## config.mk

```make
export PLATFORM = sky130hd
export DESIGN_NAME = aud_rate_classifier
export DESIGN_NICKNAME = d
export VERILOG_FILES = /design/src/rtl/aud_rate_pkg.sv /design/src/rtl/ars_sync_edge.sv /design/src/rtl/ars_span_counter.sv /design/src/rtl/ars_window_bank.sv /design/src/rtl/aud_rate_classifier.sv
export SDC_FILE = /design/constraint.sdc
export NUM_CORES = 1
export LEC_CHECK = 0
export BUFFER_PORTS_ARGS = -buffer_cell sky130_fd_sc_hd__buf_2
export CORE_UTILIZATION = 50
export CTS_CLUSTER_DIAMETER = 80
export DETAILED_ROUTE_END_ITERATION = 12
export HOLD_SLACK_MARGIN = 0.12
export PLACE_DENSITY = 0.67
export RECOVER_POWER = 50
export SLEW_MARGIN = 15
export SYNTH_ARGS = -nofsm -noshare
export SYNTH_HDL_FRONTEND = slang
export SYNTH_SLANG_ARGS = --single-unit
```

## constraint.sdc

```tcl
create_clock -name clk_ref -period 13.6 [get_ports clk_ref]
set_input_delay 0.68 -clock clk_ref [delete_from_list [all_inputs] [get_ports clk_ref]]
set_output_delay 0.68 -clock clk_ref [all_outputs]
set_load 0.01 [all_outputs]
```

## src/rtl/aud_rate_pkg.sv

```systemverilog
package aud_rate_pkg;
  localparam int unsigned RATE_NUM = 7;
  localparam int unsigned IDX_W    = $clog2(RATE_NUM + 1);
  localparam int unsigned LO_LSB   = 0;
  localparam int unsigned HI_LSB   = 16;

  function automatic longint unsigned rate_hz(input int unsigned idx);
    case (idx)
      0: rate_hz = 32000;
      1: rate_hz = 44100;
      2: rate_hz = 48000;
      3: rate_hz = 88200;
      4: rate_hz = 96000;
      5: rate_hz = 176400;
      default: rate_hz = 192000;
    endcase
  endfunction

  function automatic int unsigned nominal_cnt(input longint unsigned ref_hz,
                                              input int unsigned idx);
    nominal_cnt = int'((8 * ref_hz) / (128 * rate_hz(idx)));
  endfunction

  function automatic int unsigned half_width(input int unsigned idx);
    if (rate_hz(idx) > 96000)      half_width = 2;
    else if (rate_hz(idx) > 48000) half_width = 6;
    else                           half_width = 9;
  endfunction
endpackage

```

## src/rtl/ars_sync_edge.sv

```systemverilog
module ars_sync_edge #(
  parameter int unsigned STAGES = 2
) (
  input  logic clk,
  input  logic rst_n,
  input  logic async_in,
  output logic rise_o
);
  logic [STAGES:0] sh_q, sh_d;

  always_comb sh_d = {sh_q[STAGES-1:0], async_in};

  always_ff @(posedge clk or negedge rst_n) begin
    if (!rst_n) sh_q <= '0;
    else        sh_q <= sh_d;
  end

  assign rise_o = sh_q[STAGES-1] & ~sh_q[STAGES];

  // a strobe edge yields one single-cycle pulse
  assert_single_pulse_R2: assert property (@(posedge clk) disable iff (!rst_n)
    rise_o |=> !rise_o);
endmodule

```

## src/rtl/ars_span_counter.sv

```systemverilog
module ars_span_counter #(
  parameter int unsigned CNT_W      = 12,
  parameter int unsigned SPAN_EDGES = 8
) (
  input  logic             clk,
  input  logic             rst_n,
  input  logic             rise_i,
  output logic [CNT_W-1:0] meas_o,
  output logic             done_o
);
  localparam int unsigned EW = (SPAN_EDGES > 1) ? $clog2(SPAN_EDGES) : 1;
  localparam logic [CNT_W-1:0] CNT_MAX = '1;
  localparam logic [EW-1:0] EDGE_LAST = EW'(SPAN_EDGES - 1);

  logic             armed_q, armed_d;
  logic [EW-1:0]    edge_q, edge_d;
  logic [CNT_W-1:0] cnt_q, cnt_d, cnt_inc;
  logic [CNT_W-1:0] meas_q, meas_d;
  logic             done_q, done_d;
  logic             cnt_en;

  assign cnt_en  = armed_q;
  assign cnt_inc = (cnt_q == CNT_MAX) ? cnt_q : cnt_q + 1'b1;

  always_comb begin
    armed_d = armed_q;
    edge_d  = edge_q;
    cnt_d   = cnt_q;
    meas_d  = meas_q;
    done_d  = 1'b0;
    if (rise_i && !armed_q) begin
      armed_d = 1'b1;
      edge_d  = '0;
      cnt_d   = CNT_W'(1);
    end else if (cnt_en) begin
      cnt_d = cnt_inc;
      if (rise_i) begin
        if (edge_q == EDGE_LAST) begin
          meas_d = cnt_q;
          done_d = 1'b1;
          edge_d = '0;
          cnt_d  = CNT_W'(1);
        end else begin
          edge_d = edge_q + 1'b1;
        end
      end
    end
  end

  always_ff @(posedge clk or negedge rst_n) begin
    if (!rst_n) begin
      armed_q <= 1'b0;
      edge_q  <= '0;
      cnt_q   <= '0;
      meas_q  <= '0;
      done_q  <= 1'b0;
    end else begin
      armed_q <= armed_d;
      edge_q  <= edge_d;
      cnt_q   <= cnt_d;
      meas_q  <= meas_d;
      done_q  <= done_d;
    end
  end

  assign meas_o = meas_q;
  assign done_o = done_q;

  assert_no_wrap_R9: assert property (@(posedge clk) disable iff (!rst_n)
    (armed_q && cnt_q == CNT_MAX && !rise_i) |=> cnt_q == CNT_MAX);
  assert_done_on_edge_R2: assert property (@(posedge clk) disable iff (!rst_n)
    done_q |-> $past(rise_i));
endmodule

```

## src/rtl/ars_window_bank.sv

```systemverilog
module ars_window_bank
  import aud_rate_pkg::*;
#(
  parameter longint unsigned REF_HZ = 216000000,
  parameter int unsigned     CNT_W  = 12,
  parameter int unsigned     DATA_W = 32
) (
  input  logic              clk,
  input  logic              rst_n,
  input  logic              wr_en,
  input  logic [IDX_W-1:0]  wr_addr,
  input  logic [DATA_W-1:0] wr_data,
  input  logic [CNT_W-1:0]  meas_i,
  output logic              hit_o,
  output logic [IDX_W-1:0]  idx_o
);
  localparam int unsigned FLAT_W = RATE_NUM * 2 * CNT_W;

  logic [RATE_NUM-1:0] in_win;
  logic [FLAT_W-1:0]   win_flat;
  logic                unused_bits;

  assign unused_bits = ^wr_data;

  for (genvar gi = 0; gi < RATE_NUM; gi++) begin : g_win
    localparam int unsigned NOM = nominal_cnt(REF_HZ, gi);
    localparam int unsigned DLT = half_width(gi);
    logic [CNT_W-1:0] lo_q, lo_d, hi_q, hi_d;
    logic             sel;

    assign sel = wr_en && (wr_addr == IDX_W'(gi));

    always_comb begin
      lo_d = lo_q;
      hi_d = hi_q;
      if (sel) begin
        lo_d = wr_data[LO_LSB +: CNT_W];
        hi_d = wr_data[HI_LSB +: CNT_W];
      end
    end

    always_ff @(posedge clk or negedge rst_n) begin
      if (!rst_n) begin
        lo_q <= CNT_W'(NOM - DLT);
        hi_q <= CNT_W'(NOM + DLT);
      end else begin
        lo_q <= lo_d;
        hi_q <= hi_d;
      end
    end

    assign in_win[gi] = (meas_i >= lo_q) && (meas_i <= hi_q);
    assign win_flat[gi*2*CNT_W +: 2*CNT_W] = {hi_q, lo_q};
  end

  always_comb begin
    idx_o = '0;
    for (int k = RATE_NUM - 1; k >= 0; k--)
      if (in_win[k]) idx_o = IDX_W'(k);
  end

  assign hit_o = |in_win;

  assert_hit_member_R8: assert property (@(posedge clk) disable iff (!rst_n)
    hit_o |-> in_win[idx_o]);
  assert_bad_addr_ignored_R7: assert property (@(posedge clk) disable iff (!rst_n)
    (wr_en && wr_addr >= IDX_W'(RATE_NUM)) |=> $stable(win_flat));
endmodule

```

## src/rtl/aud_rate_classifier.sv

```systemverilog
module aud_rate_classifier
  import aud_rate_pkg::*;
#(
  parameter longint unsigned REF_HZ      = 216000000,
  parameter int unsigned     CNT_W       = 12,
  parameter int unsigned     SYNC_STAGES = 2,
  parameter int unsigned     SPAN_EDGES  = 8,
  parameter int unsigned     DATA_W      = 32,
  parameter int unsigned     TOL_W       = 8
) (
  input  logic              clk_ref,
  input  logic              rst_n,
  input  logic              strobe_128fs,
  input  logic [TOL_W-1:0]  miss_limit,
  input  logic              wr_en,
  input  logic [IDX_W-1:0]  wr_addr,
  input  logic [DATA_W-1:0] wr_data,
  output logic [IDX_W-1:0]  rate_code,
  output logic              rate_valid,
  output logic              rate_unknown
);
  logic [1:0] rst_pipe_q;
  logic       rst_n_i;

  always_ff @(posedge clk_ref or negedge rst_n) begin
    if (!rst_n) rst_pipe_q <= '0;
    else        rst_pipe_q <= {rst_pipe_q[0], 1'b1};
  end
  assign rst_n_i = rst_pipe_q[1];

  logic             rise_w, done_w, hit_w;
  logic [CNT_W-1:0] meas_w;
  logic [IDX_W-1:0] idx_w;

  ars_sync_edge #(.STAGES(SYNC_STAGES)) i_sync (
    .clk(clk_ref), .rst_n(rst_n_i), .async_in(strobe_128fs), .rise_o(rise_w));

  ars_span_counter #(.CNT_W(CNT_W), .SPAN_EDGES(SPAN_EDGES)) i_span (
    .clk(clk_ref), .rst_n(rst_n_i), .rise_i(rise_w),
    .meas_o(meas_w), .done_o(done_w));

  ars_window_bank #(.REF_HZ(REF_HZ), .CNT_W(CNT_W), .DATA_W(DATA_W)) i_bank (
    .clk(clk_ref), .rst_n(rst_n_i), .wr_en(wr_en), .wr_addr(wr_addr),
    .wr_data(wr_data), .meas_i(meas_w), .hit_o(hit_w), .idx_o(idx_w));

  logic             prev_hit_q, prev_hit_d;
  logic [IDX_W-1:0] prev_idx_q, prev_idx_d;
  logic             lock_q, lock_d;
  logic [IDX_W-1:0] lock_idx_q, lock_idx_d;
  logic [IDX_W-1:0] code_q, code_d;
  logic [TOL_W-1:0] miss_q, miss_d;
  logic             unk_q, unk_d;
  logic [TOL_W-1:0] tol_eff;
  logic [TOL_W:0]   miss_next;

  assign tol_eff   = (miss_limit == '0) ? TOL_W'(1) : miss_limit;
  assign miss_next = {1'b0, miss_q} + 1'b1;

  always_comb begin
    prev_hit_d = prev_hit_q;
    prev_idx_d = prev_idx_q;
    lock_d     = lock_q;
    lock_idx_d = lock_idx_q;
    code_d     = code_q;
    miss_d     = miss_q;
    unk_d      = unk_q;
    if (done_w) begin
      prev_hit_d = hit_w;
      prev_idx_d = idx_w;
      unk_d      = !hit_w;
      if (lock_q) begin
        if (hit_w && idx_w == lock_idx_q) begin
          miss_d = '0;
        end else if (miss_next >= {1'b0, tol_eff}) begin
          lock_d = 1'b0;
          code_d = '0;
          miss_d = '0;
        end else begin
          miss_d = miss_next[TOL_W-1:0];
        end
      end else if (hit_w && prev_hit_q && idx_w == prev_idx_q) begin
        lock_d     = 1'b1;
        lock_idx_d = idx_w;
        code_d     = idx_w + 1'b1;
        miss_d     = '0;
      end
    end
  end

  always_ff @(posedge clk_ref or negedge rst_n_i) begin
    if (!rst_n_i) begin
      prev_hit_q <= 1'b0;
      prev_idx_q <= '0;
      lock_q     <= 1'b0;
      lock_idx_q <= '0;
      code_q     <= '0;
      miss_q     <= '0;
      unk_q      <= 1'b0;
    end else begin
      prev_hit_q <= prev_hit_d;
      prev_idx_q <= prev_idx_d;
      lock_q     <= lock_d;
      lock_idx_q <= lock_idx_d;
      code_q     <= code_d;
      miss_q     <= miss_d;
      unk_q      <= unk_d;
    end
  end

  assign rate_code    = code_q;
  assign rate_valid   = lock_q;
  assign rate_unknown = unk_q;

  assert_code_tracks_valid_R3: assert property (@(posedge clk_ref) disable iff (!rst_n_i)
    rate_valid == (rate_code != '0));
  assert_lock_needs_pair_R4: assert property (@(posedge clk_ref) disable iff (!rst_n_i)
    $rose(lock_q) |-> $past(done_w && hit_w && prev_hit_q));
  assert_unknown_on_measure_R5: assert property (@(posedge clk_ref) disable iff (!rst_n_i)
    !$past(done_w) |-> $stable(unk_q));
  assert_drop_on_measure_R6: assert property (@(posedge clk_ref) disable iff (!rst_n_i)
    $fell(lock_q) |-> $past(done_w));
  assert_miss_bound_R6: assert property (@(posedge clk_ref) disable iff (!rst_n_i)
    lock_q |-> miss_q < tol_eff);
endmodule

```

==> Word level (Yosys, flattened, before mapping) <==
Index checks and enable logic that the tools add are counted.
{ "totals": {"wordCells": 127, "reg_bits": 222} }
{ "classes": {"mux": 33, "eq_ne": 12, "n_lt_le_gt_ge": 15, "add_sub_neg": 4, "n_reduce_logical": 31, "bitwise_logic": 4} }
{ "op_table": {"columns": ["op", "count"], "rows": [
  ["$ge 12x12->1", 7],
  ["$le 12x12->1", 7],
  ["$mux 12", 5],
  ["$mux 3", 15],
  ["$mux 8", 5],
  ["$logic_and 1x1->1", 18],
  ["$add 12x1->12 const B", 1],
  ["$eq 12x12->1 const B", 1],
  ["$eq 3x3->1 const B", 4],
  ["$add 8x1->9 const B", 1],
  ["$ge 9x8->1", 1],
  ["$logic_not 8->1", 1],
  ["$mux 1", 8],
  ["$reduce_and 4->1", 2],
  ["$reduce_or 7->1", 1],
  ["$add 3x1->3 const B", 2],
  ["$eq 3x2->1 const B", 2],
  ["$eq 3x3->1", 2],
  ["$reduce_bool 2->1", 3],
  ["$reduce_and 2->1", 2],
  ["$eq 3x1->1 const B", 1],
  ["$logic_not 3->1", 1],
  ["$not 1->1", 3],
  ["$reduce_and 3->1", 1],
  ["4 further kinds", 5]
]} }

==> Logic depth before layout (Yosys ltp) <==
{ "logic_depth": {"ltp_word": 13, "depth_mapped": 14} }

==> Cells and area by module <==
From an unflattened synthesis, not the netlist that was laid out.
{ "unflattened": {"cells_unflattened": 1296, "area_unflattened_um2": 13151.4} }
{ "by_module_without_submodules": {"columns": ["mod", "n_inst", "area_per_inst_um2", "cells_per_inst"], "rows": [
  ["ars_window_bank", 1, 10363.7, 1028],
  ["ars_span_counter", 1, 1350.0, 123],
  ["aud_rate_classifier", 1, 1348.8, 141],
  ["ars_sync_edge", 1, 88.8, 4]
]} }

==> Worst setup path before layout <==
No wires, ideal clock.
{ "synth_path": {"kind": "reg-to-reg", "start": "register i_span.meas_q[2], in the netlist i_span.meas_o[2]", "end": "register code_q[2], in the netlist rate_code[2]", "period_less_slack_ns": 3.648, "setup_slack_ns": 9.952, "path_stages_with_launch": 12, "setup_ns": 0.127, "arrival_ns": 3.521, "path_buffers": 1, "path_cell_list": "dfrtp_1 ha_1 a211oi_2 a2111oi_1 or4b_4 a2bb2o_4 buf_6 a311o_1 mux2_4 o41ai_4 o211a_1 mux2_1"} }
{ "synth_between": {"elab_chain_len": 13, "elab_cells_between_ends": 40} }
{ "synth_lines": {"columns": ["item", "line_no", "source"], "rows": [
  ["from (decl)", "ars_span_counter.sv:18", "logic [CNT_W-1:0] meas_q, meas_d;"],
  ["from (signal assigned)", "ars_span_counter.sv:61", "meas_q <= meas_d;"],
  ["parallel branches: the longest is 13 deep, another holds $ge 12x12->1", null, null],
  ["to (signal assigned)", "aud_rate_classifier.sv:104", "code_q <= code_d;"],
  ["to (decl)", "aud_rate_classifier.sv:50", "logic [IDX_W-1:0] code_q, code_d;"]
]} }
Parallel ways; which one is timed is not known. The select of a mux whose other input is x is not followed.
A chain may end at the register's enable or synchronous reset.

==> summary.md <==
| Metric | Value |
|---|---|
| Crit path max-delay family | buffers and inverters |
| RSZ-0062 raised after global routing | no |
| Pwr dens | 150.2 nW/um^2 |
| Hold Crit Class | primary input to register |
| Inst Count DP | 1690 |
| Kind of critical path | register to asynchronous set/reset pin |
| DR pass1 iterations | 6 |
| Commonest cells after routing, fill and taps aside | 187 x inv_1, 181 x ha_1, 169 x dfrtp_1 |
| #FFs+latches synth | 222 |
| Post-Syn Area | 13170 um^2 |
| Share of cells above drive strength 1 | 16.99% |
| Die area | 26990 um^2 |
| Clock share of power | 29.8% |
| Internal power | 1.480 mW |
| MaxCap Viol Count | 6 |
| Commonest non-fill, non-tap cell in the layout | inv_1 |
| Gr usage total | 23.47% |
| Yosys cell types | 64 |
| Switching share of total power | 32.39% |
| Async SR Flop Fraction | 100.0% |
| IO Pins | 52 |
| Combinational Power Share | 27.9% |
| Vias in the first global route | 9231 |
| Ys flop type | dfrtp_1 |
| Worst-case reg-to-reg path depth | 3 |
| Worst setup startpoint | rst_pipe_q[1] |
| Design Area, Final | 14570 um^2 |
| R2r startpoint | rst_pipe_q[1] |
| Growth of design area from synthesis to finish | 10.66% |
| Htree depth | 1 |
| Sequential element share of the synthesized area | 42.68% |
| CTS buffer count | 26 |
| Fmax | 0.1778 GHz |
| DRC viols | 0 |
| Tmin final | 5625 ps |
| Crit end category | asynchronous set/reset pin |
| Total wire length | 30030 um |
| Cell depth of the worst setup path | 3 |
| Initial antenna violation count | 2 |
| Hold path startpoint | strobe_128fs |
| Synthesized area per cell | 9.932 um^2 |
| Critical path peak fanout | 77 |
| Status | finished with violations |
| Initial Utilization | 50.83% |
| Area occupied by registers | 5622 um^2 |
| Filler cells | 2298 |
| Clock latency on the worst-skew pair | 530 ps |
| Area leader, netlist | dfrtp_1 |
| RR Endpoint | i_span.meas_o[10] |
| Area of the multi-input gates | 6714 um^2 |
| Clock root buffer | clkbuf_16 |
| GPL Wtd Cong | 0.8404 |
| CP endpoint | i_span.meas_o[10] |
| Total power | 2.189 mW |
| Lkg Pwr | 7.144 nW |
| Gr ovfl total | 0 |
| Most used cell, CP | buf_4 |
| Worst slew pin tran | 3721 ps |
| Core Area | 25910 um^2 |
| Arrival time at the worst endpoint | 6230 ps |
| Placement Rows | 59 |
| Worst Skew | 13.05 ps |
| Largest net degree at the start of global routing | 78 |
| Post-Synthesis Net Count | 1554 |
| Routed vias/inst | 5.503 |
| Largest stage delay on the critical path | 2690 ps |
| Maximum VDD drop | 0.0001211 V |
| Number of flops mapped to enable cells by yosys | 0 |
| Sequential power share | 42.3% |
| CP max stage cell | clkbuf_1 |
| Rel. slew slack | -148.1% |
| Violated checks | capacitance limit, slew limit |
| HPWL after DPL | 20750 um |
| Post-DP Area | 13820 um^2 |
| CP required | 14210 ps |
| CP bufs+invs | 3 |
| Buffers added on ports | 43 |
| FF-to-FF setup slack | 7970 ps |
| Crit-path cells | clkbuf_1 -> buf_4 -> buf_4 |
| Layout Cells excl Fill | 1737 |
| Nets | 1612 |
| Syn Inst Count | 1326 |
| Final hold violations | 0 |
| Post-route ant nets | 0 |
| Post-synth top area share | 32.11% |
| Max Buffers Root-to-Sink | 3 |
| Setup TNS | 0 ps |
| Final setup vio count | 0 |
| First-pass GRT wire length | 49220 um |
| Max Slew Vio Count | 281 |
| Wire length per cell | 17.29 um |
| Number of synthesis warnings | 0 |
| Clock-pin transition on the worst setup and hold timing paths | 60 ps |
| Chip width | 164.3 um |
| Via count | 9558 |
| Final period util | 41.36% |
| Setup Buffers After CTS | 0 |
| Critical Path Source Type | register |
| Psw | 708.9 uW |
| DIE HEIGHT | 164.3 um |
| CTS tree | yes |
| Synth top area cells | dfrtp_1 32%, ha_1 17%, dfstp_2 11% |
| Clk sinks | 222 |
| 1st-iter DRT viols | 493 |
## power by group through the flow
stage / Combinational [mW] / Clock (mW) / Sequential [mW]
global route: 0.712 / 0.693 / 0.946
detailed placement: 0.606 / 0 / 0.935
finish: 0.611 / 0.653 / 0.925
global placement: 0.578 / 0 / 0.931
floorplan: 0.447 / 0 / 0.913
CTS: 0.615 / 0.671 / 0.925
## area by class of cell
cell class,count,area share (%)
diodes,1,0.01717
multi-input cells,886,46.07
inverters,187,4.816
well taps,335,2.876
clock buffers,43,5.314
repair buffers,61,2.189
clock inverters,2,0.1459
flip-flops and latches,222,38.57
## how the worst min path moves through the flow
stage	endpoint	slack [ps]	cells past startpoint
global route	i_sync.sh_q[0]	240	1
finish	i_sync.sh_q[0]	260	1
floorplan	i_sync.sh_q[1]	330	0
detailed placement	i_bank.g_win[2].hi_q[2]	280	0
CTS	i_sync.sh_q[0]	230	1
global placement	i_bank.g_win[2].hi_q[2]	270	0
## sequential cells by signal (all words and copies together), names as in the netlist
signal / cells
i_span.done_o: 1
i_span.meas_o: 12
i_sync.sh_q: 3
i_bank.g_win.hi_q: 84
i_span.armed_q: 1
rate_unknown: 1
rate_valid: 1
i_bank.g_win.lo_q: 84
i_span.edge_q: 3
prev_idx_q: 3
miss_q: 8
rate_code: 3
prev_hit_q: 1
i_span.cnt_q: 12
lock_idx_q: 3
rst_pipe_q: 2
## synth_stat cells, types with 3 or more instances
cell type / instances
or3_1: 5
dfstp_2: 53
a211oi_1: 8
o311ai_0: 4
xor2_1: 4
and4_1: 6
inv_1: 187
a21o_1: 15
nand3_1: 20
o31ai_1: 4
and3_1: 9
a221oi_1: 4
nor3_1: 12
a22o_1: 6
nand4_1: 29
nand4b_1: 6
mux2_2: 93
mux2i_1: 4
nand2b_1: 9
ha_1: 181
a21oi_1: 69
nor2b_1: 17
a41o_1: 4
and2_1: 4
dfrtp_1: 169
clkbuf_1: 28
xnor2_1: 5
o21ai_0: 149
nor2_1: 22
o22ai_1: 4
o211ai_1: 8
o221ai_1: 4
a31o_2: 3
nand2_1: 144
## through the flow
step | worst slack [ps] | util [%] | hold slack [ps]
after global routing | 6841 | 56.25 | 244.0
after floorplan | 7048 | - | 331.2
after detailed placement | 8639 | 53.35 | 276.7
after CTS | 8675 | 56.46 | 234.7
final | 7975 | 56.25 | 258.5
after global placement | 8710 | 53.35 | 274.1
## routing by layer
layer,share of wire [%],vias up,track usage [%]
li1,-,4759,-
met4,2.4,2,6.355
met2,46,140,37.44
met1,48,4607,33.31
met5,0.043,-,0
met3,3.6,50,3.283
## worst reg2reg max path: cells and delay by family, from the launching register on
| kind | cells | cell delay, ps |
|---|---|---|
| buffers and inverters | 3 | 4490 |
| DFF | 1 | 1180 |
## kinds of logic after synthesis
logic type	synth area share (%)
AO/OA/AOI/OAI	13.99
AND/OR/NAND/NOR	10.71
flip-flops	42.68
buffers and inverters	6.337
adder cells (fa/ha/maj)	17.20
multiplexers	8.455
XOR/XNOR	0.5985
other	0.02847
## repair_timing
item | in CTS | in global routing
hold endpoints to repair | 2 | 0
hold buffers | 1 | 0
resized for setup | 0 | 0
No activity file was read; power rests on OpenSTA's default activity.
